**src/rtl/mac_pkg.sv**
```systemverilog
package mac_pkg;
  localparam int unsigned REG_AW = 3;

  typedef enum logic [REG_AW-1:0] {
    IDX_MPYU = 3'd0,
    IDX_MPYS = 3'd1,
    IDX_MACU = 3'd2,
    IDX_MACS = 3'd3,
    IDX_OPB  = 3'd4,
    IDX_RLO  = 3'd5,
    IDX_RHI  = 3'd6,
    IDX_EXT  = 3'd7
  } reg_idx_e;

  // packed order matches index bits [1:0]
  typedef struct packed {
    logic acc;
    logic sgn;
  } mode_t;

  localparam mode_t MODE_RST = '{acc: 1'b0, sgn: 1'b0};
endpackage

```
**src/rtl/mac_opreg.sv**
```systemverilog
module mac_opreg
  import mac_pkg::*;
#(
  parameter int unsigned DW = 16
) (
  input  logic          clk_i,
  input  logic          rst_ni,
  input  logic          op1_we_i,
  input  logic          op2_we_i,
  input  logic [1:0]    sel_i,
  input  logic [DW-1:0] wdata_i,
  output logic [DW-1:0] op1_o,
  output logic [DW-1:0] op2_o,
  output mode_t         mode_o
);
  logic [DW-1:0] op1_q, op2_q;
  mode_t         mode_q;

  always_ff @(posedge clk_i or negedge rst_ni) begin
    if (!rst_ni) begin
      op1_q  <= '0;
      op2_q  <= '0;
      mode_q <= MODE_RST;
    end else begin
      if (op1_we_i) begin
        op1_q  <= wdata_i;
        mode_q <= mode_t'(sel_i);
      end
      if (op2_we_i) op2_q <= wdata_i;
    end
  end

  assign op1_o  = op1_q;
  assign op2_o  = op2_q;
  assign mode_o = mode_q;


  op1_store_chk: assert property (@(posedge clk_i) disable iff (!rst_ni)
    op1_we_i |=> op1_o == $past(wdata_i));

  mode_hold_chk: assert property (@(posedge clk_i) disable iff (!rst_ni)
    !op1_we_i |=> $stable(mode_o));
endmodule

```
**src/rtl/mac_mul_pipe.sv**
```systemverilog
module mac_mul_pipe
  import mac_pkg::*;
#(
  parameter int unsigned DW  = 16,
  parameter int unsigned LAT = 3
) (
  input  logic            clk_i,
  input  logic            rst_ni,
  input  logic            start_i,
  input  logic [DW-1:0]   a_i,
  input  logic [DW-1:0]   b_i,
  input  mode_t           mode_i,
  output logic [2*DW-1:0] prod_o,
  output mode_t           mode_o,
  output logic            commit_o,
  output logic            busy_o
);
  localparam int unsigned PW = 2 * DW;
  localparam int unsigned XW = DW + 1;

  logic [DW-1:0]  s_a_q, s_b_q;
  mode_t          s_mode_q;
  logic [LAT-1:0] v_q;
  logic [PW-1:0]  prod_q;

  logic signed [XW-1:0]   ax, bx;
  logic signed [2*XW-1:0] full;

  always_comb begin
    ax   = {s_mode_q.sgn & s_a_q[DW-1], s_a_q};
    bx   = {s_mode_q.sgn & s_b_q[DW-1], s_b_q};
    full = ax * bx;
  end

  always_ff @(posedge clk_i or negedge rst_ni) begin
    if (!rst_ni) begin
      s_a_q    <= '0;
      s_b_q    <= '0;
      s_mode_q <= MODE_RST;
      v_q      <= '0;
      prod_q   <= '0;
    end else begin
      if (start_i) begin
        s_a_q    <= a_i;
        s_b_q    <= b_i;
        s_mode_q <= mode_i;
        v_q      <= LAT'(1);
      end else begin
        v_q <= v_q << 1;
      end
      if (v_q[0]) prod_q <= full[PW-1:0];
    end
  end

  assign prod_o   = prod_q;
  assign mode_o   = s_mode_q;
  assign commit_o = v_q[LAT-1];
  assign busy_o   = |v_q;


  busy_rise_chk: assert property (@(posedge clk_i) disable iff (!rst_ni)
    start_i |=> busy_o);

  single_flight_chk: assert property (@(posedge clk_i) disable iff (!rst_ni)
    start_i |=> $countones(v_q) == 1 && !commit_o);

  busy_fall_chk: assert property (@(posedge clk_i) disable iff (!rst_ni)
    commit_o && !start_i |=> !busy_o);
endmodule

```
**src/rtl/mac_accum.sv**
```systemverilog
module mac_accum
  import mac_pkg::*;
#(
  parameter int unsigned DW = 16
) (
  input  logic            clk_i,
  input  logic            rst_ni,
  input  logic            commit_i,
  input  logic [2*DW-1:0] prod_i,
  input  mode_t           mode_i,
  input  logic            lo_we_i,
  input  logic            hi_we_i,
  input  logic [DW-1:0]   wdata_i,
  output logic [2*DW-1:0] res_o,
  output logic [DW-1:0]   ext_o
);
  localparam int unsigned PW = 2 * DW;

  logic [PW-1:0] res_q, res_d;
  logic [DW-1:0] ext_q, ext_d;
  logic [PW:0]   sum;

  always_comb begin
    sum = {1'b0, res_q} + {1'b0, prod_i};
    if (mode_i.acc) begin
      res_d = sum[PW-1:0];
      ext_d = mode_i.sgn ? {DW{sum[PW-1]}} : DW'(sum[PW]);
    end else begin
      res_d = prod_i;
      ext_d = mode_i.sgn ? {DW{prod_i[PW-1]}} : '0;
    end
  end

  always_ff @(posedge clk_i or negedge rst_ni) begin
    if (!rst_ni) begin
      res_q <= '0;
      ext_q <= '0;
    end else if (commit_i) begin
      res_q <= res_d;
      ext_q <= ext_d;
    end else begin
      if (lo_we_i) res_q[DW-1:0]  <= wdata_i;
      if (hi_we_i) res_q[PW-1:DW] <= wdata_i;
    end
  end

  assign res_o = res_q;
  assign ext_o = ext_q;


  ext_umpy_chk: assert property (@(posedge clk_i) disable iff (!rst_ni)
    commit_i && !mode_i.acc && !mode_i.sgn |=> ext_o == '0);

  ext_sign_chk: assert property (@(posedge clk_i) disable iff (!rst_ni)
    commit_i && mode_i.sgn |=> ext_o == {DW{res_o[PW-1]}});

  ext_carry_chk: assert property (@(posedge clk_i) disable iff (!rst_ni)
    commit_i && mode_i.acc && !mode_i.sgn |=> ext_o <= DW'(1));

  res_hold_chk: assert property (@(posedge clk_i) disable iff (!rst_ni)
    !commit_i && !lo_we_i && !hi_we_i |=> $stable(res_o) && $stable(ext_o));
endmodule

```
**src/rtl/mac_periph.sv**
```systemverilog
module mac_periph
  import mac_pkg::*;
#(
  parameter int unsigned DW  = 16,
  parameter int unsigned LAT = 3
) (
  input  logic              clk_i,
  input  logic              rst_ni,
  input  logic              wr_en_i,
  input  logic [REG_AW-1:0] addr_i,
  input  logic [DW-1:0]     wdata_i,
  output logic [DW-1:0]     rdata_o,
  output logic              busy_o
);
  localparam int unsigned PW = 2 * DW;

  logic          op1_we, op2_we, lo_we, hi_we;
  logic [DW-1:0] op1, op2, ext;
  logic [PW-1:0] prod, res;
  mode_t         cur_mode, pipe_mode;
  logic          commit;

  assign op1_we = wr_en_i && (addr_i[REG_AW-1] == 1'b0);
  assign op2_we = wr_en_i && (addr_i == IDX_OPB);
  assign lo_we  = wr_en_i && (addr_i == IDX_RLO);
  assign hi_we  = wr_en_i && (addr_i == IDX_RHI);

  mac_opreg #(.DW(DW)) u_opreg (
    .clk_i    (clk_i),
    .rst_ni   (rst_ni),
    .op1_we_i (op1_we),
    .op2_we_i (op2_we),
    .sel_i    (addr_i[1:0]),
    .wdata_i  (wdata_i),
    .op1_o    (op1),
    .op2_o    (op2),
    .mode_o   (cur_mode)
  );

  mac_mul_pipe #(.DW(DW), .LAT(LAT)) u_pipe (
    .clk_i    (clk_i),
    .rst_ni   (rst_ni),
    .start_i  (op2_we),
    .a_i      (op1),
    .b_i      (wdata_i),
    .mode_i   (cur_mode),
    .prod_o   (prod),
    .mode_o   (pipe_mode),
    .commit_o (commit),
    .busy_o   (busy_o)
  );

  mac_accum #(.DW(DW)) u_acc (
    .clk_i    (clk_i),
    .rst_ni   (rst_ni),
    .commit_i (commit),
    .prod_i   (prod),
    .mode_i   (pipe_mode),
    .lo_we_i  (lo_we),
    .hi_we_i  (hi_we),
    .wdata_i  (wdata_i),
    .res_o    (res),
    .ext_o    (ext)
  );

  always_comb begin
    unique case (addr_i)
      IDX_MPYU, IDX_MPYS, IDX_MACU, IDX_MACS: rdata_o = op1;
      IDX_OPB: rdata_o = op2;
      IDX_RLO: rdata_o = res[DW-1:0];
      IDX_RHI: rdata_o = res[PW-1:DW];
      default: rdata_o = ext;
    endcase
  end


  commit_wins_chk: assert property (@(posedge clk_i) disable iff (!rst_ni)
    commit && pipe_mode == MODE_RST |=> res == $past(prod));

  opb_read_chk: assert property (@(posedge clk_i) disable iff (!rst_ni)
    op2_we |=> addr_i != IDX_OPB || rdata_o == $past(wdata_i));
endmodule

```
**config.mk**
```make
export PLATFORM = sky130hd
export DESIGN_NAME = mac_periph
export DESIGN_NICKNAME = d
export VERILOG_FILES = /design/src/rtl/mac_pkg.sv /design/src/rtl/mac_opreg.sv /design/src/rtl/mac_mul_pipe.sv /design/src/rtl/mac_accum.sv /design/src/rtl/mac_periph.sv
export SDC_FILE = /design/constraint.sdc
export NUM_CORES = 1
export LEC_CHECK = 0
export BUFFER_PORTS_ARGS = -buffer_cell sky130_fd_sc_hd__buf_2
export CORE_ASPECT_RATIO = 2
export CORE_MARGIN = 2
export CORE_UTILIZATION = 30
export CTS_BUF_LIST = sky130_fd_sc_hd__clkbuf_16
export CTS_CLUSTER_DIAMETER = 50
export DETAILED_ROUTE_END_ITERATION = 7
export GPL_ROUTABILITY_DRIVEN = 0
export GPL_TIMING_DRIVEN = 0
export PLACE_DENSITY = 0.49
export SYNTH_ARGS = -nofsm -noshare
export SYNTH_HDL_FRONTEND = slang
export SYNTH_SLANG_ARGS = --single-unit
```
**constraint.sdc**
```tcl
create_clock -name clk_i -period 17.22 [get_ports clk_i]
set_input_delay 0.861 -clock clk_i [delete_from_list [all_inputs] [get_ports clk_i]]
set_output_delay 0.861 -clock clk_i [all_outputs]
set_load 0.005 [all_outputs]
```
==> results of run 1 <==
## logic make-up (layout without fill, tap and decap cells)
family,after synthesis,in the layout
AOI/OAI and AO/OA,261,261
xor gates and xnor gates,66,66
adders and majority gates,397,397
buffers and inverters,423,493
DFF,121,121
muxes,108,108
and+or+nand+nor,477,477
## sequential cells by signal (all words and copies together) (netlist names)
register        count
u_opreg.op1_o      16
u_pipe.prod_o      32
u_pipe.mode_o       2
u_pipe.s_b_q       16
u_opreg.mode_o      2
u_pipe.s_a_q       16
u_pipe.v_q          3
u_acc.res_o        32
u_acc.ext_o         2
## cell type report
| class | instances | area [um2] |
|---|---|---|
| timing repair buffer | 38 | 219 |
| clock inverter | 7 | 57.6 |
| multi-input combinational | 1309 | 12900 |
| buffer | 85 | 319 |
| inverter | 338 | 1270 |
| fill | 5998 | 38600 |
| tap | 762 | 953 |
| clock buffer | 25 | 626 |
| sequential | 121 | 3030 |
## through the flow
stage	setup slack, ns	hold slack (ns)	utilization
final	8.98	0.310	0.334
after global routing	8.77	0.347	0.334
after CTS	9.00	0.316	0.334
after detailed placement	9.07	0.496	0.323
after global placement	9.04	0.491	0.322
after floorplan	10.77	0.455	-
## synth_stat cells (6+ instances only)
master / count / area, um2
a22oi_1: 11 / 82.6
and3_1: 19 / 119
o21bai_1: 7 / 52.6
buf_1: 12 / 45.0
xor2_1: 17 / 149
mux2_2: 84 / 946
o21ai_0: 70 / 350
mux4_2: 7 / 158
clkbuf_1: 73 / 274
a211oi_1: 13 / 97.6
fa_1: 283 / 5670
nand3_1: 8 / 40.0
a31oi_1: 7 / 43.8
nor2_1: 63 / 236
nand2_1: 212 / 796
nor2b_1: 12 / 75.1
mux2i_1: 17 / 170
and2_1: 131 / 820
o21a_1: 7 / 52.6
ha_1: 114 / 1430
o22ai_1: 7 / 43.8
a21o_1: 31 / 233
dfrtp_1: 121 / 3030
inv_1: 337 / 1260
xnor2_1: 49 / 429
a21oi_1: 57 / 285
or2_2: 6 / 37.5
nor3_1: 13 / 65.1
## metal layers
layer,vias to the layer above,track usage,wire (um),part of all wire
li1,5989,-,-,-
met1,6837,0.194,19600,0.32
met2,360,0.419,35200,0.57
met3,175,0.0158,1580,0.026
met4,0,0.151,5090,0.083
met5,-,0,0,0
## worst paths after layout
path / startpoint / endpoint / slack, ns / depth (start not counted)
worst max register to register: u_pipe.s_b_q[5] / u_pipe.prod_o[26] / 8.98 / 23
min in group clk_i: u_opreg.mode_o[1] / u_pipe.mode_o[1] / 0.50 / 1
worst min-delay path: rst_ni / u_pipe.v_q[1] / 0.31 / 1
worst min register to register: u_opreg.mode_o[1] / u_pipe.mode_o[1] / 0.50 / 1
max in group asynchronous: rst_ni / u_pipe.prod_o[31] / 16.10 / 2
worst max-delay path: u_pipe.s_b_q[5] / u_pipe.prod_o[26] / 8.98 / 23
==> metrics.cfg, run 1 <==
[clocking]
worstSkewPairLatency_ns = 0.50
hold_buffers = 0
cts.path.max_buffers = 3
cts.sinks = 121
cts_buffers = 25
cts-htree-levels = 4
clk_pin_slew_ns = 0.06
cts-root-buf = clkbuf_16
cts_tree = built
ctsResizeCount = 0
postCtsSetupBuffers = 0

[critical_path]
worstPathArrival_ns = 8.61
cp_data_required_time_ns = 17.59
critical_path_class = flop to flop
path_cells = clkbuf_1 -> clkbuf_1 -> nand2_1 -> fa_1 -> inv_1 -> fa_1 -> inv_1 -> fa_1 -> inv_1 -> fa_1 -> fa_1 -> inv_1 -> fa_1 -> inv_1 -> ha_1 -> and3_1 -> a221o_1 -> a21o_1 -> a31o_4 -> a311oi_1 -> o21ai_0 -> xor2_1 -> mux2_2
crit_fanout = 10
crit_path_start_kind = flop
slowest_stage = a311oi_1
cp_slowest_stage_delay_ns = 0.90
critPathBufInv = 7
crit_path_end_kind = flop
crit_family = adder cells
cp_common_cell = fa_1

[route]
detail_route.wirelength_um = 61400
avgRoutedWirePerCell_um = 22.9
dr.pass1.iters = 5
drc = 0
vias = 13400
ant_nets = 0
initialDrtViolationCount = 645
drt-vias-per-instance = 4.98

[synthesis]
ys_warn_count = 0
avgSynthCellArea_um2 = 9.47
yosys_most_used_dff = dfrtp_1
synth_compound_area_frac = 0.0976
synth_top_family_by_area = adder cells
synth_cell_types = 67
synthAdderAreaFrac = 0.404
synth.area.mux_share = 0.0726
synth_cells = 1853
synth-edff-count = 0
synthSimpleGateAreaFrac = 0.130
synth_area_um2 = 17500
synth-seq-cells = 121
yosysSeqAreaShare = 0.173
syn-num-nets = 2272
synth_xor_area_frac = 0.0329
async_flop_share = 1.00

[place]
portBuffers = 37
post-dp-hpwl_um = 52400
place_inst = 2653
dpl_cell_area_um2 = 18700

[sta]
tns_ns = 0
fin_crit_ns = 8.24
slew_headroom = 0.241
rsz0062_at_grt = false
finalCritPeriodShare = 0.479
setup_viol = 0
fin_worst_skew_ns = 0.0263
hold_viol = 0
tightest_slew_ns = 1.14
max_freq_mhz = 121
finalMaxSlewViolations = 0

[final_layout]
layout.cells.non_filler = 2685
antennaDiodeCount = 0
fin_nets = 2337
stdcell_area_um2 = 19400
drive_gt1_frac = 0.0926
syn_to_final_growth_pct = 10.6
final_cell_mix = 340 x inv_1, 283 x fa_1, 212 x nand2_1
final_common_cell = inv_1

[die]
coreArea_um2 = 58000
die_h_um = 346
initial_core_util = 0.302
die-area_um2 = 60600
die_x_um = 175
io_pins = 39
row_count = 125

[global_route]
grt_pass1_vias = 15000
grt_usage = 0.210
antenna_found_initial = 0
grt_first_pass_wirelength_um = 92600
grt_max_degree = 72
grt-ovfl-total = 0

[outcome]
status = finished, final reports clean

[worst_hold_path]
hold_path_class = input pin to async pin

[flow_run]
max_cap_viol_count = 0

Power of run 1 is left out: the tool's default activity adds up to more than one toggle a clock period on the data nets, which glitch-free logic cannot reach.
==> run 2, diff against run 1 <==
--- a/config.mk
+++ b/config.mk
@@ -14,7 +14,7 @@
 export DETAILED_ROUTE_END_ITERATION = 7
 export GPL_ROUTABILITY_DRIVEN = 0
 export GPL_TIMING_DRIVEN = 0
-export PLACE_DENSITY = 0.49
+export PLACE_DENSITY = 0.51
 export SYNTH_ARGS = -nofsm -noshare
 export SYNTH_HDL_FRONTEND = slang
 export SYNTH_SLANG_ARGS = --single-unit
==> constraint.sdc (replaced) <==
create_clock -name clk_i -period 7.05 [get_ports clk_i]
set_input_delay 0.3525 -clock clk_i [delete_from_list [all_inputs] [get_ports clk_i]]
set_output_delay 0.3525 -clock clk_i [all_outputs]
set_load 0.005 [all_outputs]
==> run 2 against run 1 <==
Cell area increased by 2.5%. Sequential share of layout area is 0.17 points lower. Clock skew decreased by 0.0039 ns. First-iteration DRC count decreased by 6.8%. Routed wire length up 1.4%. Setup slack worse by 8.8 ns. Final cell count is 0.71% higher. Critical path depth is 1 higher. Register-to-register slack worse by 8.8 ns. Non-clock buffer count is 20 higher. Critical endpoint is now u_pipe.prod_o[30]. Largest cell class unchanged.
==> metrics.cfg, run 2 (synthesized netlist as in run 1, its figures left out) <==
[outcome]
status = finished, final reports clean

[critical_path]
cp_data_required_time_ns = 7.36  ; -10.23 ns
path_depth = 24  ; +4.3%
crit_family = adder cells
cp_common_cell = fa_1
slowest_stage = dfrtp_4
crit_path_start_kind = flop
crit_path_end_kind = flop
critical_path_class = flop to flop
cp_slowest_stage_delay_ns = 0.52  ; -0.38 ns
worstPathArrival_ns = 7.15  ; -1.46 ns
critPathBufInv = 6  ; -1
path_cells = buf_6 -> nand2_1 -> fa_1 -> inv_1 -> fa_1 -> inv_1 -> fa_1 -> inv_1 -> fa_1 -> fa_1 -> inv_1 -> fa_1 -> inv_1 -> ha_1 -> and3_1 -> a221o_1 -> a21o_1 -> a31o_4 -> a311o_2 -> nand4_1 -> a21oi_2 -> a311oi_2 -> xnor2_1 -> mux2i_1
crit_fanout = 10  ; unchanged
reg2reg_depth = 24  ; +4.3%

[die]
row_count = 125  ; unchanged
initial_core_util = 0.302  ; unchanged
coreArea_um2 = 58000  ; unchanged
io_pins = 39  ; unchanged
die-area_um2 = 60600  ; unchanged
die_x_um = 175  ; unchanged
die_h_um = 346  ; unchanged

[global_route]
grt_usage = 0.211  ; +0.00107
grt-ovfl-total = 0  ; unchanged
grt_first_pass_wirelength_um = 93300  ; +0.77%
antenna_found_initial = 2  ; +2
grt_pass1_vias = 15200  ; +1.5%
grt_max_degree = 97  ; +35%

[route]
drt-vias-per-instance = 5.01  ; +0.64%
dr.pass1.iters = 5  ; unchanged
initialDrtViolationCount = 601  ; -6.8%
drc = 0  ; unchanged
avgRoutedWirePerCell_um = 23.0  ; +0.67%
vias = 13500  ; +1.4%
detail_route.wirelength_um = 62300  ; +1.4%
ant_nets = 0  ; unchanged

[place]
portBuffers = 37  ; unchanged
place_inst = 2653  ; unchanged
post-dp-hpwl_um = 51800  ; -1.2%

[clocking]
cts-root-buf = clkbuf_16
clk_pin_slew_ns = 0.06  ; about the same
worstSkewPairLatency_ns = 0.49  ; about the same
cts.path.max_buffers = 3  ; unchanged
cts_tree = built
cts_buffers = 25  ; unchanged
cts-htree-levels = 4  ; unchanged
cts.sinks = 121  ; unchanged

[final_layout]
multi_input_area_um2 = 13000  ; +0.72%
register_area_um2 = 3070  ; +1.3%
antennaDiodeCount = 0  ; unchanged
final_common_cell = inv_1
fillCellCount = 5979  ; -0.32%
final_cell_mix = 338 x inv_1, 281 x fa_1, 211 x nand2_1
drive_gt1_frac = 0.148  ; +0.0552
syn_to_final_growth_pct = 13.3
fin_nets = 2357  ; +0.86%
layout.cells.non_filler = 2704  ; +0.71%

[worst_hold_path]
holdPathStages = 2
hold_path_class = input pin to flop

[sta]
max_freq_mhz = 146  ; +21%
finalCritPeriodShare = 0.970  ; +0.491
finalMaxSlewViolations = 0  ; unchanged
setup_viol = 0  ; unchanged
hold_viol = 0  ; unchanged
tns_ns = 0  ; unchanged
fin_crit_ns = 6.84  ; -1.40 ns
fin_worst_skew_ns = 0.0224  ; -0.00386 ns
tightest_slew_ns = 1.11  ; -0.0250 ns
slew_headroom = 0.257  ; +0.0167

[flow_run]
max_cap_viol_count = 0  ; unchanged

==> run 2: changes by cell type in the layout (fill, tap and decap cells not counted), sizes merged <==
cell         before  now
clkinv            3    6
buf              50  101
dlygate4sd3       0    1
bufinv            1    0
clkinvlp          1    0
inv             340  338
clkbuf           98   66
==> run 2: timing repair <==
| item | in CTS | in global routing |
|---|---|---|
| pin swaps | 1 | 3 |
| setup buffers | 12 | 25 |
| hold buffers | 1 | 0 |
| endpoints found under the setup margin | 15 | 6 |
| resized for setup | 89 | 48 |
| endpoints found under the hold margin | 25 | 0 |
==> run 2: final cells by class <==
type | count | share of cell area
Timing Repair Buffer | 76 | 0.0255
Clock buffer | 25 | 0.0315
Tap cell | 762 | 0.0480
Clock inverter | 6 | 0.00126
Buffer | 67 | 0.0205
Inverter | 338 | 0.0638
Sequential cell | 121 | 0.154
Multi-Input combinational cell | 1309 | 0.655
==> run 2: worst paths after layout <==
check | startpoint | end | slack (ns)
setup / recovery | u_pipe.s_b_q[6] | u_pipe.prod_o[30] | 0.21
hold / removal | wdata_i[3] | u_opreg.op1_o[3] | 0.20
setup reg to reg | u_pipe.s_b_q[6] | u_pipe.prod_o[30] | 0.21
hold reg to reg | u_opreg.mode_o[0] | u_opreg.mode_o[0] | 0.51
max in group asynchronous | rst_ni | u_pipe.s_b_q[8] | 5.90
min in group asynchronous | rst_ni | u_pipe.s_a_q[9] | 0.30
==> run 2: through the flow <==
stage               setup WS, ns  utilization  hold WS, ns  cell area (um2)
floorplan                  0.604            -       0.0569            17500
global placement           -1.13        0.322        0.491            18700
detailed placement         -1.10        0.323        0.237            18700
CTS                      0.00264        0.338        0.185            19600
global route             -0.0226        0.343        0.205            19900
finish                     0.211        0.343        0.201            19900
==> run 2: metal layers <==
metal	global-route usage	wire, um
met4	0.189	6520
met5	0	14
met3	0.0194	1750
met1	0.191	19400
met2	0.406	34600
==> run 2: worst reg2reg max path: cells and delay by family (launching register included) <==
kind,cells,cell delay (ns)
compound gates,6,1.57
mux,1,0.10
flops,1,0.52
simple gates,3,0.47
buf+inv,6,0.50
xor+xnor,1,0.16
fa+ha+maj,7,3.33
Power of run 2 is left out for the same reason.
==> run 3, diff against run 2 <==
--- a/config.mk
+++ b/config.mk
@@ -17,4 +17,5 @@
 export PLACE_DENSITY = 0.51
 export SYNTH_ARGS = -nofsm -noshare
 export SYNTH_HDL_FRONTEND = slang
+export SYNTH_HIERARCHICAL = 1
 export SYNTH_SLANG_ARGS = --single-unit
==> run 3 against run 2 <==
Final cell count is 5.7% higher. Sequential share of layout area rose by 0.97 points. Setup slack improved by 0.052 ns. Global-route usage fell by 2.5 points. Synthesized cell count up 7.6%. Maximum frequency grew 0.76%. Critical endpoint is now u_pipe/prod_o[29]. Largest cell class unchanged.
==> metrics.cfg, run 3 <==
[synthesis]
ys_warn_count = 6  ; +6
synth-edff-count = 0  ; unchanged
synth_cells = 1994  ; +7.6%
synth-seq-cells = 137  ; +13%
synth_cell_types = 74  ; +10%
async_flop_share = 1.00  ; unchanged
yosys.area.top_type = fa_1
yosys-top-cells-area = fa_1 30%, dfrtp_1 18%, ha_1 7.5%, inv_1 6.6%, and2_1 4.4%
yosysSeqAreaShare = 0.179  ; +0.00664
yosys_most_used_dff = dfrtp_1
synth_area_um2 = 19100  ; +9.0%
synth_most_common_cell = inv_1
avgSynthCellArea_um2 = 9.59  ; +1.3%
synth.top_cell.area_share = 0.296  ; -0.0267
synth_commonest_cells = 335 x inv_1, 283 x fa_1, 181 x nand2_1, 137 x dfrtp_1, 134 x and2_1
syn-num-nets = 2413  ; +6.2%

[die]
die-area_um2 = 65900  ; +8.9%
die_h_um = 361  ; +4.4%
coreArea_um2 = 63400  ; +9.3%
row_count = 131  ; +4.8%
die_x_um = 183  ; +4.3%
io_pins = 39  ; unchanged
initial_core_util = 0.302  ; -0.000810

[global_route]
top_usage_layer = met2
met3_usage = 0.0287  ; +0.00925
grt-ovfl-total = 0  ; unchanged
grt_max_degree = 83  ; -14%
grtUsageMet1 = 0.253  ; +0.0628
use_met2 = 0.302  ; -0.104
grt_pass1_vias = 15300  ; +0.53%
antenna_found_initial = 3  ; +1
grt_first_pass_wirelength_um = 92500  ; -0.87%
grt_usage = 0.186  ; -0.0251

[route]
avgRoutedWirePerCell_um = 20.8  ; -9.7%
drc = 0  ; unchanged
dr.pass1.iters = 5  ; unchanged
ant_nets = 0  ; unchanged
drt-vias-per-instance = 5.00  ; -0.13%
initialDrtViolationCount = 871  ; +45%
detail_route.wirelength_um = 59400  ; -4.6%
vias = 14300  ; +5.6%

[critical_path]
rr_startpoint = u_pipe/s_a_q[4]
slowest_stage = dfrtp_1
reg2reg_depth = 20  ; -17%
cp_data_required_time_ns = 7.35  ; about the same
cp_common_cell = fa_1
crit_path_end_kind = flop
critical_path_class = flop to flop
worstPathArrival_ns = 7.09  ; -0.06 ns
crit_start = u_pipe/s_a_q[4]
path_cells = clkbuf_1 -> nand2_1 -> fa_1 -> inv_1 -> fa_1 -> fa_1 -> fa_1 -> fa_1 -> inv_1 -> fa_1 -> inv_1 -> ha_1 -> buf_2 -> a21oi_1 -> o211ai_1 -> a21boi_1 -> o211ai_1 -> o21ai_1 -> mux2i_1 -> a311o_1
crit_fanout = 10  ; unchanged
crit_end = u_pipe/prod_o[29]
rrSetupSlack_ns = 0.26  ; +0.05 ns
critPathBufInv = 5  ; -1
path_depth = 20  ; -17%
crit_family = adder cells
reg2reg_to = u_pipe/prod_o[29]
cp_slowest_stage_delay_ns = 0.80  ; +0.28 ns
crit_path_start_kind = flop

[final_layout]
fin_nets = 2465  ; +4.6%
final_cell_mix = 337 x inv_1, 283 x fa_1, 181 x nand2_1
fillCellCount = 6636  ; +11%
final_common_cell = inv_1
syn_to_final_growth_pct = 9.30
drive_gt1_frac = 0.119  ; -0.0287

[worst_hold_path]
hold_path_class = input pin to flop
holdPathStages = 2  ; unchanged
min_from = addr_i[0]

[clocking]
postCtsSetupBuffers = 0  ; -12
cts_tree = built
cts-htree-levels = 4  ; unchanged
cts.path.max_buffers = 2  ; -1
worstSkewPairLatency_ns = 0.43  ; -0.06 ns
cts_buffers = 17  ; -32%
clk_pin_slew_ns = 0.06  ; about the same
cts-root-buf = clkbuf_16
cts.sinks = 137  ; +13%

[sta]
rsz0062_at_grt = false
tns_ns = 0  ; unchanged
worst_hold_slack_ns = 0.227  ; +0.0269 ns
max_freq_mhz = 147  ; +0.76%
fin_worst_skew_ns = 0.0174  ; -0.00502 ns
setup_viol = 0  ; unchanged
slew_headroom = 0.409  ; +0.152
finalCritPeriodShare = 0.963  ; -0.00736
fin_crit_ns = 6.79  ; -0.0519 ns
hold_viol = 0  ; unchanged
tightest_slew_ns = 0.887  ; -0.227 ns
finalMaxSlewViolations = 0  ; unchanged

[place]
portBuffers = 38  ; +2.7%
post-dp-hpwl_um = 48600  ; -6.2%

[flow_run]
max_cap_viol_count = 0  ; unchanged

[outcome]
status = finished, final reports clean

## run 3: cell types whose count changed after synthesis, moves of 20 or more
cell	before	now
mux2i_1	17	42
nand2_1	212	181
a21oi_1	57	84
o21a_1	7	29
o21ai_0	70	22
mux2_4	0	20
## run 3: cell type report
class,count,area (um2),share of cell area
multi-input combinational,1411,13900,0.664
sequential,137,3430,0.164
inverter,337,1260,0.0605
tap,798,998,0.0477
buffer,102,552,0.0264
clock buffer,17,425,0.0203
timing repair buffer,40,234,0.0112
clock inverter,14,126,0.00604
antenna,2,5.00,0.000239
## run 3: worst min path at each step
stage                   endpoint  slack [ns]
3_3_place_gp       u_pipe/v_q[2]        0.47
3_5_place_dp      u_acc/res_o[0]        0.36
6_report       u_opreg/mode_o[0]        0.23
4_1_cts        u_opreg/mode_o[0]        0.21
2_1_floorplan     u_acc/ext_o[0]        0.06
5_1_grt        u_opreg/mode_o[0]        0.21
## run 3: logic make-up (layout without fill, tap and decap cells)
kind of cell / after synthesis / count (layout) / share of synthesized area
muxes: 135 / 135 / 0.0806
and+or+nand+nor: 513 / 513 / 0.134
xor gates and xnor gates: 51 / 51 / 0.0233
other: 0 / 2 / 0
adders and majority gates: 397 / 397 / 0.371
buffers and inverters: 446 / 510 / 0.0955
DFF: 137 / 137 / 0.179
AOI/OAI and AO/OA: 315 / 315 / 0.117
## run 3: stage by stage
step           cells  instance area [um2]  setup slack (ns)  utilization
4_1_cts         2863                20900            0.0365        0.330
3_3_place_gp    2830                20300            0.0681        0.320
3_5_place_dp    2831                20400            0.0673        0.321
5_1_grt         2856                20900           0.00297        0.330
6_report        2858                20900             0.263        0.330
2_1_floorplan   1994                19100              1.25            -
## run 3: timing repair
item / 4_1_cts / 5_1_grt
endpoints found under the hold margin: 55 / 0
hold buffers: 1 / 0
resized for setup: 0 / 25
setup endpoints to repair: 0 / 10
## run 3: routing by layer
metal / share of wire / vias to the layer above
met3: 0.050 / 89
li1: - / 6507
met4: 0.034 / 0
met1: 0.44 / 7335
met5: 0 / -
met2: 0.47 / 363
Power of run 3 is left out for the same reason.
